## src/rtl/sport_pkg.sv

```systemverilog
package sport_pkg;

  localparam int unsigned REG_AW = 8;
  localparam int unsigned REG_DW = 32;

  localparam logic [REG_AW-1:0] A_CTL0 = 8'h00;
  localparam logic [REG_AW-1:0] A_CTL1 = 8'h04;
  localparam logic [REG_AW-1:0] A_CTL2 = 8'h08;
  localparam logic [REG_AW-1:0] A_STAT = 8'h0C;
  localparam logic [REG_AW-1:0] A_IEN  = 8'h10;
  localparam logic [REG_AW-1:0] A_IST  = 8'h14;
  localparam logic [REG_AW-1:0] A_DATA = 8'h18;
  localparam logic [REG_AW-1:0] A_VER  = 8'h60;
  localparam logic [REG_AW-1:0] A_FEAT = 8'h64;

  localparam int unsigned IST_ORUN = 0;
  localparam int unsigned IST_URUN = 1;
  localparam int unsigned IST_RXTH = 2;
  localparam int unsigned IST_TXTH = 3;
  localparam int unsigned IST_W    = 4;

  localparam logic [REG_DW-1:0] IEN_RST = 32'h0000_2200;
  localparam logic [IST_W-1:0]  IST_RST = 4'b1000;
  localparam logic [2:0]        FMT_RX_FORCED = 3'b001;
  localparam int unsigned       THR_W = 5;

  typedef struct packed {
    logic             port_en;
    logic             rx_forced;
    logic [5:0]       width_m1;
    logic [THR_W-1:0] tx_thr;
    logic [THR_W-1:0] rx_thr;
    logic             tx_dma_en;
    logic             rx_dma_en;
    logic [IST_W-1:0] irq_mask;
  } sport_cfg_t;

endpackage

```

## src/rtl/sport_occ.sv

```systemverilog
module sport_occ #(
  parameter int unsigned OCC_W = 7
) (
  input  logic [5:0]       width_m1,
  input  logic [OCC_W-1:0] bytes_lvl,
  output logic [OCC_W-1:0] samples,
  output logic [4:0]       samples_sat
);
  logic [3:0] bytes_per_smp;
  logic [3:0] bps;

  assign bytes_per_smp = 4'((7'(width_m1) + 7'd1) >> 3);
  assign bps           = (bytes_per_smp == 4'd0) ? 4'd1 : bytes_per_smp;
  assign samples       = bytes_lvl / OCC_W'(bps);
  assign samples_sat   = (samples > OCC_W'(31)) ? 5'd31 : samples[4:0];

endmodule

```

## src/rtl/sport_regs.sv

```systemverilog
module sport_regs
  import sport_pkg::*;
#(
  parameter logic [REG_DW-1:0] VERSION = 32'h0001_0300,
  parameter logic [REG_DW-1:0] FEATURE = 32'h0000_1007
) (
  input  logic              clk,
  input  logic              rst_n,
  input  logic              wr_en,
  input  logic              rd_en,
  input  logic [REG_AW-1:0] addr,
  input  logic [REG_DW-1:0] wdata,
  output logic [REG_DW-1:0] rdata,
  input  logic [IST_W-1:0]  ist,
  input  logic [4:0]        tx_sat,
  input  logic [4:0]        rx_sat,
  input  logic              busy,
  input  logic              tx_full,
  input  logic              rx_full,
  output sport_cfg_t        cfg,
  output logic              ist_rd_clr
);
  logic [REG_DW-1:0] ctl0_q, ctl1_q, ctl2_q, ien_q;

  always_ff @(posedge clk) begin
    if (!rst_n) begin
      ctl0_q <= '0;
      ctl1_q <= '0;
      ctl2_q <= '0;
      ien_q  <= IEN_RST;
    end else if (wr_en) begin
      case (addr)
        A_CTL0:  ctl0_q <= wdata;
        A_CTL1:  ctl1_q <= wdata;
        A_CTL2:  ctl2_q <= wdata;
        A_IEN:   ien_q  <= wdata;
        default: ;
      endcase
    end
  end

  always_comb begin
    case (addr)
      A_CTL0:  rdata = ctl0_q;
      A_CTL1:  rdata = ctl1_q;
      A_CTL2:  rdata = ctl2_q;
      A_STAT:  rdata = {15'd0, tx_sat, 3'd0, rx_sat, 1'b0, busy, ~tx_full, rx_full};
      A_IEN:   rdata = ien_q;
      A_IST:   rdata = {{(REG_DW-IST_W){1'b0}}, ist};
      A_VER:   rdata = VERSION;
      A_FEAT:  rdata = FEATURE;
      default: rdata = '0;
    endcase
  end

  assign ist_rd_clr = rd_en && (addr == A_IST);

  always_comb begin
    cfg.port_en   = ctl2_q[0];
    cfg.rx_forced = (ctl0_q[14:12] == FMT_RX_FORCED);
    cfg.width_m1  = ctl1_q[21:16];
    cfg.tx_thr    = ien_q[16:12];
    cfg.rx_thr    = ien_q[11:7];
    cfg.tx_dma_en = ien_q[5];
    cfg.rx_dma_en = ien_q[4];
    cfg.irq_mask  = ien_q[IST_W-1:0];
  end

  AST_RO_WRITE_IGNORED: assert property (@(posedge clk) disable iff (!rst_n)
    (wr_en && (addr == A_STAT || addr == A_IST || addr == A_DATA || addr == A_VER || addr == A_FEAT))
    |=> ($stable(ctl0_q) && $stable(ctl1_q) && $stable(ctl2_q) && $stable(ien_q)));

  AST_IEN_ONLY_BY_ITS_ADDR: assert property (@(posedge clk) disable iff (!rst_n)
    !(wr_en && addr == A_IEN) |=> $stable(ien_q));

endmodule

```

## src/rtl/sport_isr.sv

```systemverilog
module sport_isr
  import sport_pkg::*;
(
  input  logic             clk,
  input  logic             rst_n,
  input  logic             en,
  input  logic             tx_cond,
  input  logic             rx_cond,
  input  logic             urun,
  input  logic             orun,
  input  logic             rd_clr,
  input  logic [IST_W-1:0] irq_mask,
  output logic [IST_W-1:0] ist,
  output logic             irq
);
  logic [IST_W-1:0] ist_q, ist_d;

  always_comb begin
    ist_d = ist_q;
    if (rd_clr) begin
      ist_d[IST_ORUN] = 1'b0;
      ist_d[IST_URUN] = 1'b0;
    end
    if (en) begin
      ist_d[IST_TXTH] = tx_cond;
      ist_d[IST_RXTH] = rx_cond;
      if (orun) ist_d[IST_ORUN] = 1'b1;
      if (urun) ist_d[IST_URUN] = 1'b1;
    end
  end

  always_ff @(posedge clk) begin
    if (!rst_n) ist_q <= IST_RST;
    else        ist_q <= ist_d;
  end

  assign ist = ist_q;
  assign irq = |(ist_q & irq_mask);

  AST_HOLD_WHEN_OFF: assert property (@(posedge clk) disable iff (!rst_n)
    (!en && !rd_clr) |=> $stable(ist_q));

  AST_ORUN_STICKY: assert property (@(posedge clk) disable iff (!rst_n)
    (en && orun) |=> ist_q[IST_ORUN]);

  AST_CLEAR_ON_READ: assert property (@(posedge clk) disable iff (!rst_n)
    (rd_clr && !(en && urun)) |=> !ist_q[IST_URUN]);

  AST_TX_FLAG_TRACKS: assert property (@(posedge clk) disable iff (!rst_n)
    en |=> (ist_q[IST_TXTH] == $past(tx_cond)));

endmodule

```

## src/rtl/sport_dma.sv

```systemverilog
module sport_dma (
  input  logic clk,
  input  logic rst_n,
  input  logic en,
  input  logic dma_en,
  input  logic cond,
  input  logic ack,
  output logic req
);
  logic req_q;

  always_ff @(posedge clk) begin
    if (!rst_n)      req_q <= 1'b0;
    else if (!dma_en) req_q <= 1'b0;
    else if (en)     req_q <= ack ? cond : (req_q | cond);
  end

  assign req = req_q;

  AST_REQ_OFF: assert property (@(posedge clk) disable iff (!rst_n)
    !dma_en |=> !req_q);

  AST_REQ_REARM: assert property (@(posedge clk) disable iff (!rst_n)
    (en && dma_en && ack && cond) |=> req_q);

  AST_REQ_DROP: assert property (@(posedge clk) disable iff (!rst_n)
    (en && dma_en && ack && !cond) |=> !req_q);

  AST_REQ_HOLD: assert property (@(posedge clk) disable iff (!rst_n)
    (dma_en && req_q && !ack) |=> req_q);

endmodule

```

## src/rtl/sport_irq_dma.sv

```systemverilog
module sport_irq_dma
  import sport_pkg::*;
#(
  parameter int unsigned       OCC_W        = 7,
  parameter int unsigned       FIFO_SAMPLES = 16,
  parameter logic [REG_DW-1:0] VERSION      = 32'h0001_0300
) (
  input  logic              clk,
  input  logic              rst_n,
  input  logic              reg_wr,
  input  logic              reg_rd,
  input  logic [REG_AW-1:0] reg_addr,
  input  logic [REG_DW-1:0] reg_wdata,
  output logic [REG_DW-1:0] reg_rdata,
  input  logic [OCC_W-1:0]  tx_level,
  input  logic [OCC_W-1:0]  rx_level,
  input  logic              tx_full,
  input  logic              rx_full,
  input  logic              port_busy,
  input  logic              tx_underrun,
  input  logic              rx_overrun,
  input  logic              tx_dma_ack,
  input  logic              rx_dma_ack,
  output logic              tx_dma_req,
  output logic              rx_dma_req,
  output logic              irq
);
  localparam int unsigned NDIR = 2;
  localparam logic [REG_DW-1:0] FEATURE = {16'h0, 8'(FIFO_SAMPLES), 8'(OCC_W)};

  sport_cfg_t       cfg;
  logic [IST_W-1:0] ist;
  logic             ist_rd_clr;

  logic [NDIR-1:0][OCC_W-1:0] lvl_bytes;
  logic [NDIR-1:0][OCC_W-1:0] lvl_smp;
  logic [NDIR-1:0][4:0]       lvl_sat;
  logic [NDIR-1:0]            cond;
  logic [NDIR-1:0]            dma_en;
  logic [NDIR-1:0]            ack;
  logic [NDIR-1:0]            req;

  assign lvl_bytes[0] = tx_level;
  assign lvl_bytes[1] = rx_level;
  assign dma_en       = {cfg.rx_dma_en, cfg.tx_dma_en};
  assign ack          = {rx_dma_ack, tx_dma_ack};

  assign cond[0] = lvl_smp[0] <= OCC_W'(cfg.tx_thr);
  assign cond[1] = cfg.rx_forced || (lvl_smp[1] >= OCC_W'(cfg.rx_thr));

  for (genvar g = 0; g < NDIR; g++) begin : g_dir
    sport_occ #(.OCC_W(OCC_W)) u_occ (
      .width_m1    (cfg.width_m1),
      .bytes_lvl   (lvl_bytes[g]),
      .samples     (lvl_smp[g]),
      .samples_sat (lvl_sat[g])
    );

    sport_dma u_dma (
      .clk    (clk),
      .rst_n  (rst_n),
      .en     (cfg.port_en),
      .dma_en (dma_en[g]),
      .cond   (cond[g]),
      .ack    (ack[g]),
      .req    (req[g])
    );
  end

  sport_regs #(.VERSION(VERSION), .FEATURE(FEATURE)) u_regs (
    .clk        (clk),
    .rst_n      (rst_n),
    .wr_en      (reg_wr),
    .rd_en      (reg_rd),
    .addr       (reg_addr),
    .wdata      (reg_wdata),
    .rdata      (reg_rdata),
    .ist        (ist),
    .tx_sat     (lvl_sat[0]),
    .rx_sat     (lvl_sat[1]),
    .busy       (port_busy),
    .tx_full    (tx_full),
    .rx_full    (rx_full),
    .cfg        (cfg),
    .ist_rd_clr (ist_rd_clr)
  );

  sport_isr u_isr (
    .clk      (clk),
    .rst_n    (rst_n),
    .en       (cfg.port_en),
    .tx_cond  (cond[0]),
    .rx_cond  (cond[1]),
    .urun     (tx_underrun),
    .orun     (rx_overrun),
    .rd_clr   (ist_rd_clr),
    .irq_mask (cfg.irq_mask),
    .ist      (ist),
    .irq      (irq)
  );

  assign tx_dma_req = req[0];
  assign rx_dma_req = req[1];

  AST_RX_FORCED_FLAG: assert property (@(posedge clk) disable iff (!rst_n)
    (cfg.port_en && cfg.rx_forced) |=> ist[IST_RXTH]);

endmodule

```

## config.mk

```make
export PLATFORM = sky130hd
export DESIGN_NAME = sport_irq_dma
export DESIGN_NICKNAME = d
export VERILOG_FILES = /design/src/rtl/sport_pkg.sv /design/src/rtl/sport_occ.sv /design/src/rtl/sport_regs.sv /design/src/rtl/sport_isr.sv /design/src/rtl/sport_dma.sv /design/src/rtl/sport_irq_dma.sv
export SDC_FILE = /design/constraint.sdc
export NUM_CORES = 1
export LEC_CHECK = 0
export ABC_AREA = 1
export BUFFER_PORTS_ARGS = -buffer_cell sky130_fd_sc_hd__buf_2
export CORE_AREA = 2 2 116 118
export DETAILED_ROUTE_END_ITERATION = 8
export DIE_AREA = 0 0 118 120
export PLACE_DENSITY = 0.84
export SYNTH_ARGS = -nofsm -noshare
export SYNTH_HDL_FRONTEND = slang
export SYNTH_SLANG_ARGS = --single-unit
```

## constraint.sdc

```tcl
create_clock -name clk -period 18.5 [get_ports clk]
set_input_delay 1.85 -clock clk [delete_from_list [all_inputs] [get_ports clk]]
set_output_delay 1.85 -clock clk [all_outputs]
set_load 0.1 [all_outputs]
```

==> Yosys cells after proc, flatten, opt, wreduce, memory -nomap -nowiden <==
Cells that the tools add are included.
{ "totals": {"out_inout_bits": 35, "in_bits": 65, "regBits": 134} }
{ "op_classes": {"bitwise": 4, "div": 2, "addsub": 1, "reduce_logical": 11, "magnitude_cmp": 4, "n_mux": 10, "eq_ne": 8} }
{ "op_table": {"columns": ["cell", "count"], "rows": [
  ["case mux 32 bit (8 select lines)", 1],
  ["== test 8 x 4 -> 1 bit, second input constant", 2],
  ["== test 8 x 5 -> 1 bit, second input constant", 2],
  ["== test 8 x 7 -> 1 bit, second input constant", 2],
  ["divider 7 x 4 -> 7 bit", 2],
  ["> comparator 7 x 5 -> 1 bit, second input constant", 2],
  ["AND reduction 2 bit", 6],
  ["2-to-1 mux 5 bit", 2],
  ["== test 8 x 3 -> 1 bit, second input constant", 1],
  ["zero test 8 bit", 1],
  ["adder 6 x 1 -> 7 bit, second input constant", 1],
  [">= comparator 7 x 5 -> 1 bit", 1],
  ["<= comparator 7 x 5 -> 1 bit", 1],
  ["AND 4 bit", 1],
  ["zero test 4 bit", 1],
  ["2-to-1 mux 1 bit", 4],
  ["2-to-1 mux 2 bit", 2],
  ["2-to-1 mux 4 bit", 1],
  ["OR reduction 4 bit", 1],
  ["== test 3 x 1 -> 1 bit, second input constant", 1],
  ["OR 1 bit", 2],
  ["logical AND 1 bit", 1],
  ["logical OR 1 bit", 1],
  ["NOT 1 bit", 1]
]} }

==> Logic depth before layout (Yosys ltp) <==
Gate-level depths: netlist of run 1.
{ "logic_depth": {"depth_word": 8, "mapped_depth": 63, "mapped_depth_nobuf": 63} }

==> Hierarchy <==
Synthesis of run 1 repeated with hierarchy kept, for this count alone.
{ "unflattened": {"hier_cells": 1566, "hier_area_um2": 9673.0} }
{ "by_module_without_submodules": {"columns": ["module", "seq_area_each_um2", "cells_per_inst", "instances", "area_per_inst_um2"], "rows": [
  ["sport_regs", 2562.5, 1064, 1, 6690.2],
  ["sport_occ (g_dir[0].u_occ)", 0.0, 211, 1, 1260.0],
  ["sport_occ (g_dir[1].u_occ)", 0.0, 204, 1, 1176.1],
  ["sport_irq_dma", 0.0, 47, 1, 284.0],
  ["sport_isr", 80.1, 28, 1, 175.2],
  ["sport_dma", 20.0, 6, 2, 43.8]
]} }

==> Worst setup path before layout of run 1 <==
OpenSTA, ideal clock, no wires.
{ "synth_timing": {"kind": "input -> output", "startpoint": "in rx_level[5]", "endpoint": "out reg_rdata[4]", "arrival_ns": 8.708, "path_stages": 52, "path_buffers": 1, "path_slack_ns": 7.942, "required_ns": 16.650, "path_cell_list": "clkbuf_1 ha_1 o21ai_0 nand2_1 nand3_1 nand2_1 nand2_1 inv_1 ha_1 inv_1 nor3_1 o21ai_2 nand2_1 o21ai_0 ha_1 nand2_1 nor2_1 nand3_2 (+16 left out) nand2_1 inv_1 ha_1 inv_1 nor4_1 nor2_8 nand2_1 o21ai_0 ha_1 o21a_1 a221oi_1 o21bai_1 a21oi_1 nand2_1 nor2_1 nand3_1 nand2_1 nand2_1"} }
{ "synth_between": {"elab_chain_cells": 4} }
{ "synth_rtl": {"columns": ["element", "line_no", "text"], "rows": [
  ["start, declared", "sport_irq_dma.sv:16", "input logic [OCC_W-1:0] rx_level,"],
  ["divider 7 x 4 -> 7 bit *", "sport_occ.sv:14", "assign samples = bytes_lvl / OCC_W'(bps);"],
  ["> comparator 7 x 5 -> 1 bit", "sport_occ.sv:15", "assign samples_sat = (samples > OCC_W'(31)) ? 5'd31 : samples[4:0];"],
  ["2-to-1 mux 5 bit *", "sport_occ.sv:15", null],
  ["case mux 32 bit (8 select lines) *", "sport_regs.sv:43", "case (addr)"],
  ["end, declared", "sport_irq_dma.sv:14", "output logic [REG_DW-1:0] reg_rdata,"]
]} }
Mark *: on every way between the ends. The rest lies on a longest branch, timed or not.

==> Worst setup path after layout of run 1 <==
{ "layout_timing": {"startpoint": "in rx_level[6]", "endpoint": "out reg_rdata[4]"} }
The elaborated chain is that of the path after synthesis.

==> impl_metrics.csv, run 1 <==
group,metric,value,unit
outcome,outcome,"completed",
timing,final.period_utilization,60.84,%
clock_network,post_cts_resized,0,
synthesis,ys_seq_elements,134,
drt,drt_iter0_drc,833,
grt,grt_max_degree,130,
critical_path,critPathArrivalTime,9410,ps
floorplanning,io-pin-count,100,
floorplanning,rows,42,
floorplanning,start_util,61.46,%
grt,grt_util_all_layers,32.08,%
placement,dp_hpwl,14990,um
synthesis,syn_avg_cell_area,6.842,um^2
clock_network,hold_buffers,0,
synthesis,yosysMostFrequentCell,"nor2_1",
critical_path,reg2reg_depth,61,
power,ir_drop,0.07247,mV
synthesis,syn_area,0.007978,mm^2
timing,maxSlewViolCount,0,
placement,dpl-instance-area,0.008559,mm^2
synthesis,synth_cells,1166,
placement,port-buffer-count,99,
critical_path,end_kind,"primary output",
synthesis,synth_common_cells,"nor2_1, nand2_1, o21ai_0",
min_path,min_from,"u_regs.ien_q[5]",
synthesis,yosysUniqueCellTypes,50,
drt,num_vias,8208,
layout,fin_cells,1433,
critical_path,cp_slowest_cell,"nor4_1",
power,powerDensity,99.55,mW/mm^2
run,cap_violations,0,
min_path,hold_path_end,"g_dir[0].u_dma.req",
floorplanning,dieHeight,120,um
synthesis,synth_flop_cell,"dfxtp_1",
critical_path,r2r_slack,8800,ps
timing,rsz0062_at_grt,"false",
clock_network,clk_latency,420,ps
critical_path,critPathLaunchType,"input pin",
clock_network,cts_root_buffer,"clkbuf_16",
layout,drive_gt1_share,16.08,%
floorplanning,die_w,118,um
clock_network,htreeDepth,4,
timing,finalSetupViolCount,0,
placement,pre_cts_ws,7294,ps
critical_path,required,16650,ps
power,leakage,4.313,nW
floorplanning,dieArea,0.01416,mm^2
synthesis,yosysTopAreaCell,"dfxtp_1",
synthesis,syn_nets,1277,
timing,relSlewSlack,18.35,%
timing,worst_pin_slew,1221,ps
power,switchingPower,0.3031,mW
power,combPwrFrac,32.8,%
timing,fmax,88.84,MHz
drt,wl_per_cell,15.74,um
synthesis,ys_seq_area_share,33.63,%
power,power_frac_seq,31.9,%
synthesis,synth-edff-count,0,
clock_network,clk_path_buf_depth,2,
min_path,hp-class,"reg2reg",
placement,gp_congestion,0.9362,
floorplanning,core-area,0.01298,mm^2
timing,final_hold_viol_count,0,
critical_path,r2r_end,"g_dir[1].u_dma.req",
synthesis,ys_warn_count,0,
drt,routed_wl,22550,um
timing,finalWorstSetupSlack,7244,ps
timing,fin_skew,4.590,ps
drt,drc,0,
power,power_frac_clock,35.3,%
timing,timing.hold.ws,469.4,ps
grt,grt_antenna_before_repair,1,
critical_path,cp_max_fo,8,
clock_network,cts_sinks,134,
min_path,hold_path_depth,2,
layout,synthToLayoutAreaGrowth,14.38,%
clock_network,clkSlewWorstSetupHoldPaths,60,ps
synthesis,ys_top_cells_by_area,"dfxtp_1, nor2_1, o21ai_0, nand2_1, ha_1",
layout,finalNetCount,1354,
clock_network,cts_tree,"yes",
power,swShare,33.37,%
synthesis,async_reset_ff_share,0,%
timing,timing.final.crit_period,11260,ps
critical_path,r2r-start,"u_regs.ctl1_q[17]",
critical_path,max_stage_delay,780,ps
timing,tns,0,ps
clock_network,post_cts_buffers,0,
grt,grt_pass1_wl,36960,um
clock_network,numCtsBuffers,17,
drt,viasPerCell,5.728,
grt,grt-ovfl-total,0,
synthesis,synth_top_area_share,33.63,%
placement,place_inst,1400,
layout,stdcell_area,0.009125,mm^2
power,internal-power,0.6053,mW
drt,ant_nets,0,
drt,drtPass1Iterations,6,
critical_path,crit_top_cell,"nand2_1",
critical_path,worstSetupPathType,"in2out",
grt,grt_pass1_vias,7798,
==> cell usage in the layout (no fill, tap or decap), drive strengths merged, types with 4 or more instances in the layout <==
master	count
a21oi	50
a221oi	12
a31oi	4
buf	111
clkbuf	23
clkinv	10
dfxtp	134
ha	46
inv	103
nand2	217
nand3	43
nand4	22
nor2	253
nor3	6
o2111ai	10
o211ai	4
o21ai	162
xnor2	9
xor2	10
==> layout make-up <==
type	count	area, um^2
Multi-Input combinational cell	872	4667
Fill cell	1089	3855
Sequential cell	134	2683
Timing Repair Buffer	111	585.6
Clock buffer	23	488.0
Inverter	107	404.1
Tap cell	176	220.2
Clock inverter	9	75.07
Antenna cell	1	2.502
==> sequential cells by signal, summed over array words and instances, names as in the netlist <==
register / cells
u_regs.ctl0_q: 32
u_regs.ctl1_q: 32
u_regs.ctl2_q: 32
u_regs.ien_q: 32
u_isr.ist: 4
g_dir.u_dma.req: 2
==> critical path, delay by kind of cell <==
family / cells / cell delay [ps]
AOI/OAI and AO/OA: 10 / 1430
buffers and inverters: 8 / 770
and+or+nand+nor: 30 / 3370
adders and majority gates: 6 / 1980
==> power by group through the flow <==
stage / Combinational, mW / Sequential, mW / Clock, mW
finish: 0.298 / 0.290 / 0.320
global route: 0.343 / 0.290 / 0.333
CTS: 0.297 / 0.290 / 0.318
detailed placement: 0.295 / 0.296 / 0
global placement: 0.287 / 0.296 / 0
floorplan: 0.241 / 0.296 / 0
==> through the flow <==
| step | util, % | power [mW] |
|---|---|---|
| floorplan | - | 0.5365 |
| global placement | 65.94 | 0.5832 |
| detailed placement | 65.94 | 0.5906 |
| CTS | 70.28 | 0.9050 |
| global route | 70.30 | 0.9651 |
| finish | 70.30 | 0.9084 |
==> worst max-delay path by stage <==
stage,endpoint,from
6_report,reg_rdata[4],rx_level[6]
5_1_grt,reg_rdata[4],rx_level[5]
4_1_cts,reg_rdata[4],rx_level[6]
3_5_place_dp,reg_rdata[4],rx_level[6]
3_3_place_gp,reg_rdata[4],rx_level[6]
2_1_floorplan,reg_rdata[4],rx_level[5]
==> metal layers <==
metal / track usage (%) / wire (um) / share of wire [%]
met1: 39.77 / 9470 / 42
met2: 55.16 / 10600 / 47
met3: 5.656 / 1789 / 7.9
met4: 13.33 / 698 / 3.1
met5: 0 / 0 / 0
==> logic make-up (layout without fill, tap and decap cells) <==
group / count (synthesis) / count (layout) / synth area share [%]
other: 0 / 1 / 0
flip-flops: 134 / 134 / 33.63
AO/OA/AOI/OAI: 255 / 255 / 17.83
adder cells (fa/ha/maj): 46 / 46 / 7.215
AND/OR/NAND/NOR: 552 / 552 / 31.24
XOR/XNOR: 19 / 19 / 2.086
buffers and inverters: 160 / 250 / 7.999
(Power assumes the default switching activity.)
==> run 2: changes to the inputs <==
- ABC_AREA: 1 -> 0
- CORE_AREA: 2 2 116 118 -> 2 2 127 129
- DIE_AREA: 0 0 118 120 -> 0 0 129 131
- PLACE_DENSITY: 0.84 -> 0.76
- clock period: 18.5 -> 10.1 ns (I/O delays scaled with it)
==> run 2 against run 1 <==
  * Design area increased by 11%
  * First-iteration DRC count decreased by 16%
  * The run now ends with negative setup slack left
  * Flip-flop and latch count unchanged
  * Critical endpoint unchanged
  * Via count decreased by 2.2%
  * Clock skew increased by 0.85 ps
  * Power increased by 86%
  * Global-route usage decreased by 4.3 points
  * Sequential share of layout area decreased by 2.8 points
  * Clock power increased by 100%
  * Critical path type is now reg2out
  * Setup slack got worse by 7300 ps
==> impl_metrics.csv, run 2 <==
group,metric,value,unit
outcome,outcome,"finished with violations",
outcome,violations,"negative setup slack",
synthesis,synth_common_cells,"nand2_1, dfxtp_1, a21boi_0",
placement,gp_congestion,0.9078,
timing,fmax,98.48,MHz
timing,finalSetupViolCount,1,
timing,finalWorstSetupSlack,-54.44,ps
layout,fin_cells,1396,
drt,drtPass1Iterations,7,
synthesis,syn_area,0.008148,mm^2
drt,viasPerCell,5.751,
synthesis,yosysUniqueCellTypes,75,
grt,grt_util_all_layers,27.77,%
clock_network,numCtsBuffers,17,
layout,mostFrequentLayoutCells,"nand2_1, dfxtp_1, a21boi_0",
power,powerDensity,167.3,mW/mm^2
grt,grt_pass1_wl,37160,um
clock_network,clk_latency,420,ps
layout,diodes,0,
floorplanning,core-area,0.01560,mm^2
clock_network,cts_root_buffer,"clkbuf_16",
drt,drt_iter0_drc,703,
critical_path,path_delay_family,"compound AO/OA/AOI/OAI gates",
placement,dp_hpwl,15400,um
clock_network,hold_buffers,0,
layout,stdcell_area,0.01012,mm^2
drt,drc,0,
synthesis,ys_seq_elements,134,
timing,maxSlewViolCount,0,
placement,place_inst,1348,
layout,synthToLayoutAreaGrowth,24.23,%
synthesis,synth_top_area_share,32.92,%
timing,timing.final.crit_period,10150,ps
grt,grt-ovfl-total,0,
critical_path,critPathBufInv,2,
min_path,hp-class,"reg2reg",
clock_network,clk_path_buf_depth,2,
critical_path,end_kind,"primary output",
synthesis,synth_flop_cell,"dfxtp_1",
floorplanning,dieArea,0.01690,mm^2
placement,dpl-instance-area,0.009045,mm^2
synthesis,syn_nets,1162,
layout,drive_gt1_share,23.39,%
synthesis,ys_seq_area_share,32.92,%
timing,final_hold_viol_count,0,
floorplanning,io-pin-count,100,
run,cap_violations,0,
power,power_frac_clock,38.1,%
drt,ant_nets,0,
power,internal-power,1.201,mW
critical_path,cp_slowest_cell,"or4b_4",
synthesis,syn_avg_cell_area,7.752,um^2
critical_path,critPathArrivalTime,9140,ps
synthesis,yosysTopAreaCell,"dfxtp_1",
timing,fin_skew,5.440,ps
grt,grt_pass1_vias,7686,
synthesis,synth-edff-count,0,
synthesis,ys_top_cells_by_area,"dfxtp_1, nand2_1, a21boi_0, ha_1, a222oi_1",
timing,worst_pin_slew,1093,ps
drt,wl_per_cell,16.98,um
clock_network,htreeDepth,4,
power,leakage,3.865,nW
power,swShare,29.09,%
critical_path,max_stage_delay,520,ps
floorplanning,rows,46,
timing,relSlewSlack,27.15,%
timing,final.period_utilization,100.5,%
layout,final_common_cell,"nand2_1",
placement,port-buffer-count,99,
layout,finalNetCount,1278,
grt,grt_max_degree,135,
synthesis,async_reset_ff_share,0,%
synthesis,ys_warn_count,0,
power,combPwrFrac,30.7,%
critical_path,worstSetupPathType,"reg2out",
synthesis,synth_cells,1051,
clock_network,cts_tree,"yes",
floorplanning,dieHeight,131,um
floorplanning,die_w,129,um
synthesis,yosysMostFrequentCell,"nand2_1",
power,switchingPower,0.4927,mW
clock_network,clkSlewWorstSetupHoldPaths,60,ps
drt,num_vias,8029,
power,power.total,1.694,mW
timing,tns,-54.44,ps
drt,routed_wl,23710,um
grt,grt_antenna_before_repair,1,
critical_path,required,9090,ps
critical_path,critPathLaunchType,"flip-flop",
clock_network,cts_sinks,134,
power,ir_drop,0.1300,mV
critical_path,cp_max_fo,6,
floorplanning,start_util,52.24,%
layout,fillers,1332,
timing,rsz0062_at_grt,"true",
power,power_frac_seq,31.3,%
run 2: cell count changes in the layout (fill, tap and decap cells not counted), moves of 11 or more:
| cell | change |
|---|---|
| a21oi_1 | -25 |
| nand2b_1 | +11 |
| nand2_1 | +150 |
| nor2_1 | -221 |
| inv_1 | -77 |
| a222oi_1 | +30 |
| buf_4 | +49 |
| nand3_1 | -25 |
| a21boi_0 | +126 |
| nand4_1 | -12 |
| nor2b_1 | +11 |
| nand2_2 | -18 |
| o21ai_0 | -131 |
run 2: worst paths after layout:
path                                   startpoint                 end  depth (start not counted)  slack, ps
worst max-delay path            u_regs.ctl1_q[18]        reg_rdata[4]                         43        -50
worst min-delay path              u_regs.ien_q[5]  g_dir[0].u_dma.req                          2        450
worst max register to register  u_regs.ctl1_q[18]        u_isr.ist[2]                         50        410
worst min register to register    u_regs.ien_q[5]  g_dir[0].u_dma.req                          2        450
run 2: cells by family after synthesis:
kind of cell / after synthesis / share of synthesized area (%)
AO/OA/AOI/OAI: 297 / 27.99
flip-flops: 134 / 32.92
AND/OR/NAND/NOR: 446 / 23.31
adder cells (fa/ha/maj): 46 / 7.064
multiplexers: 13 / 1.781
buffers and inverters: 93 / 4.561
XOR/XNOR: 22 / 2.365
run 2: power groups by stage:
stage                     logic, mW  registers [mW]  clock network (mW)
after floorplan               0.297           0.541                   0
final                         0.520           0.530               0.645
after global placement        0.408           0.541                   0
after CTS                     0.432           0.530               0.648
after global routing          0.573           0.529               0.677
after detailed placement      0.420           0.541                   0
run 2: final cells by class:
type	count	area [um^2]	share of cell area, %
Multi-Input combinational cell	824	5409	53.44
Sequential cell	134	2690	26.58
Timing Repair Buffer	165	1035	10.22
Clock buffer	20	446.7	4.413
Tap cell	216	270.3	2.670
Clock inverter	12	177.7	1.755
Inverter	25	93.84	0.9271
run 2: routing by layer:
| layer | up-vias | wire (um) | GRT usage [%] |
|---|---|---|---|
| met5 | - | 13 | 0 |
| met4 | 2 | 497 | 10.68 |
| met3 | 48 | 1467 | 4.642 |
| met2 | 271 | 11950 | 49.74 |
| met1 | 3784 | 9780 | 33.41 |
| li1 | 3924 | - | - |
run 2: worst register-to-register path: cells and delay by family, from the launching register on:
family / cells / cell delay [ps]
DFF: 1 / 350
and+or+nand+nor: 17 / 2840
AOI/OAI and AO/OA: 23 / 4000
xor gates and xnor gates: 2 / 480
buffers and inverters: 1 / 140
adders and majority gates: 7 / 1790
run 2: per-stage QoR:
| step | worst slack [ps] | utilization [%] | hold slack, ps |
|---|---|---|---|
| 3_3_place_gp | 33.40 | 57.99 | 440.0 |
| 2_1_floorplan | -304.9 | - | 424.9 |
| 4_1_cts | 4.695 | 62.45 | 443.2 |
| 5_1_grt | -502.7 | 64.90 | 478.4 |
| 3_5_place_dp | -231.6 | 57.99 | 441.1 |
| 6_report | -54.44 | 64.90 | 447.1 |
run 2: timing repair:
action	in CTS	in global routing
gates resized for setup	18	52
setup endpoints to repair	2	4
buffers inserted	2	14
pin swaps	4	36
==> run 3: changes to the inputs <==
- CORE_AREA: 2 2 127 129 -> 2 2 121 123
- DIE_AREA: 0 0 129 131 -> 0 0 123 125
- PLACE_DENSITY: 0.76 -> 0.8
- RECOVER_POWER: default -> 100
- clock period: 10.1 -> 9.6 ns (I/O delays scaled with it)
==> run 3 against run 2 <==
  * The run ends with max-capacitance violations, max-slew violations, negative setup slack left
  * Final cell count grew 0.64%
  * Via count grew 8.1%
  * Design area up 3.1%
  * Sequential share of layout area fell by 0.80 points
  * Die area decreased by 9.0%
  * Clock skew about the same
  * Power is 11% higher
  * Global-route usage up 4.6 points
  * Largest cell class unchanged
  * Highest routed layer is now met4
==> impl_metrics.csv, run 3 (synthesis results as in run 2) <==
group,metric,value,unit
floorplanning,io-pin-count,100,
power,power_frac_clock,35.9,%
drt,viasPerCell,6.177,
power,switchingPower,0.5650,mW
grt,grt_pass1_vias,8305,
min_path,hp-class,"reg2reg",
clock_network,clk_path_buf_depth,2,
outcome,violations,"max-capacitance violations, max-slew violations, negative setup slack",
timing,final_hold_viol_count,0,
timing,rsz0062_at_grt,"true",
floorplanning,die_w,123,um
grt,grt_max_degree,135,
placement,gp_congestion,0.8696,
clock_network,clkSlewWorstSetupHoldPaths,60,ps
critical_path,max_stage_delay,520,ps
power,power_frac_seq,29.5,%
clock_network,cts_root_buffer,"clkbuf_16",
drt,wl_met1,10150,um
drt,num_vias,8679,
timing,fmax,96.14,MHz
drt,drc,0,
critical_path,end_kind,"primary output",
floorplanning,start_util,57.36,%
power,combPwrFrac,34.6,%
critical_path,cp_max_fo,5,
timing,relSlewSlack,-11.47,%
layout,mostFrequentLayoutCells,"nand2_1, dfxtp_1, a21boi_0",
clock_network,clk_latency,410,ps
drt,drt_iter0_drc,944,
drt,ant_nets,0,
timing,timing.hold.ws,465.4,ps
floorplanning,core-area,0.01420,mm^2
clock_network,hold_buffers,0,
power,powerDensity,180.8,mW/mm^2
drt,wl_per_cell,18.82,um
power,internal-power,1.322,mW
clock_network,cts_tree,"yes",
critical_path,required,8640,ps
floorplanning,rows,44,
timing,fin_skew,5.235,ps
drt,wl_met2,12970,um
layout,synthToLayoutAreaGrowth,28.13,%
drt,wl_met3,2314,um
drt,drtPass1Iterations,8,
grt,grt_antenna_before_repair,2,
clock_network,htreeDepth,4,
layout,finalNetCount,1317,
run,cap_violations,3,
power,leakage,3.898,nW
layout,final_common_cell,"nand2_1",
critical_path,cp_slowest_cell,"or4b_1",
power,swShare,29.94,%
layout,drive_gt1_share,23.63,%
grt,grt-ovfl-total,0,
critical_path,critPathArrivalTime,9440,ps
timing,finalSetupViolCount,4,
timing,maxSlewViolCount,90,
timing,finalWorstSetupSlack,-801.7,ps
power,ir_drop,0.1504,mV
clock_network,numCtsBuffers,17,
placement,port-buffer-count,99,
layout,stdcell_area,0.01044,mm^2
drt,routed_wl,26440,um
timing,timing.final.crit_period,10400,ps
timing,tns,-1611,ps
drt,dr.max_layer_used,"met4",
placement,dpl-instance-area,0.009211,mm^2
critical_path,critPathLaunchType,"flip-flop",
floorplanning,dieHeight,125,um
outcome,outcome,"finished with violations",
critical_path,worstSetupPathType,"reg2out",
floorplanning,dieArea,0.01538,mm^2
timing,worst_pin_slew,1672,ps
grt,grt_pass1_wl,39960,um
timing,final.period_utilization,108.4,%
grt,grt_util_all_layers,32.36,%
clock_network,cts_sinks,134,
placement,dp_hpwl,15920,um
[run 3: cell count changes in the layout (fill, tap and decap cells not counted), sizes merged]
| cell | previous run | this run |
|---|---|---|
| buf | 165 | 160 |
| clkinv | 4 | 8 |
| clkinvlp | 4 | 2 |
| diode | 0 | 2 |
| clkbuf | 20 | 62 |
[run 3: through the flow]
stage          power (mW)  std cells  setup WS [ps]  utilization, %
2_1_floorplan      0.8909       1051         -101.4               -
3_3_place_gp        1.027       1333         -173.8           64.85
3_5_place_dp        1.040       1333         -594.5           64.85
4_1_cts             1.784       1389         -292.5           71.89
5_1_grt             1.965       1405          -1102           73.50
6_report            1.887       1405         -801.7           73.50
[run 3: final timing paths]
kind / startpoint / endpoint / slack [ps] / cells past startpoint
worst max-delay path: u_regs.ctl1_q[17] / reg_rdata[4] / -800 / 42
worst min-delay path: u_regs.ctl2_q[5] / u_regs.ctl2_q[5] / 470 / 2
worst max register to register: u_regs.ctl1_q[17] / u_isr.ist[2] / -360 / 50
worst min register to register: u_regs.ctl2_q[5] / u_regs.ctl2_q[5] / 470 / 2
[run 3: per-layer routing]
layer,vias to the layer above,GRT usage (%)
li1,4001,-
met1,4080,38.45
met2,489,55.96
met3,109,6.068
met4,0,14.71
met5,-,0
[run 3: worst max-delay path, delay by kind of cell, from the launching register on]
kind / cells / cell delay (ps)
AOI/OAI and AO/OA: 20 / 3390
DFF: 1 / 360
buffers and inverters: 2 / 360
xor gates and xnor gates: 1 / 310
and+or+nand+nor: 12 / 2570
adders and majority gates: 6 / 1650
muxes: 1 / 320
[run 3: layout make-up]
class | count | area [um^2]
Tap cell | 184 | 230.2
Fill cell | 1067 | 3764
Sequential cell | 134 | 2691
Clock buffer | 18 | 439.2
Timing Repair Buffer | 204 | 1279
Clock inverter | 14 | 182.7
Inverter | 25 | 93.84
Multi-Input combinational cell | 824 | 5519
Antenna cell | 2 | 5.005
[run 3: power by group through the flow]
stage	clock network, mW	logic, mW	registers [mW]
3_5_place_dp	0	0.470	0.569
5_1_grt	0.708	0.700	0.557
3_3_place_gp	0	0.458	0.569
2_1_floorplan	0	0.322	0.569
4_1_cts	0.683	0.544	0.557
6_report	0.678	0.653	0.557
[run 3: what timing repair did]
action | in CTS | in global routing
gates resized for setup | 45 | 45
endpoints found under the setup margin | 4 | 7
pin swaps | 29 | 44
setup buffers | 24 | 14
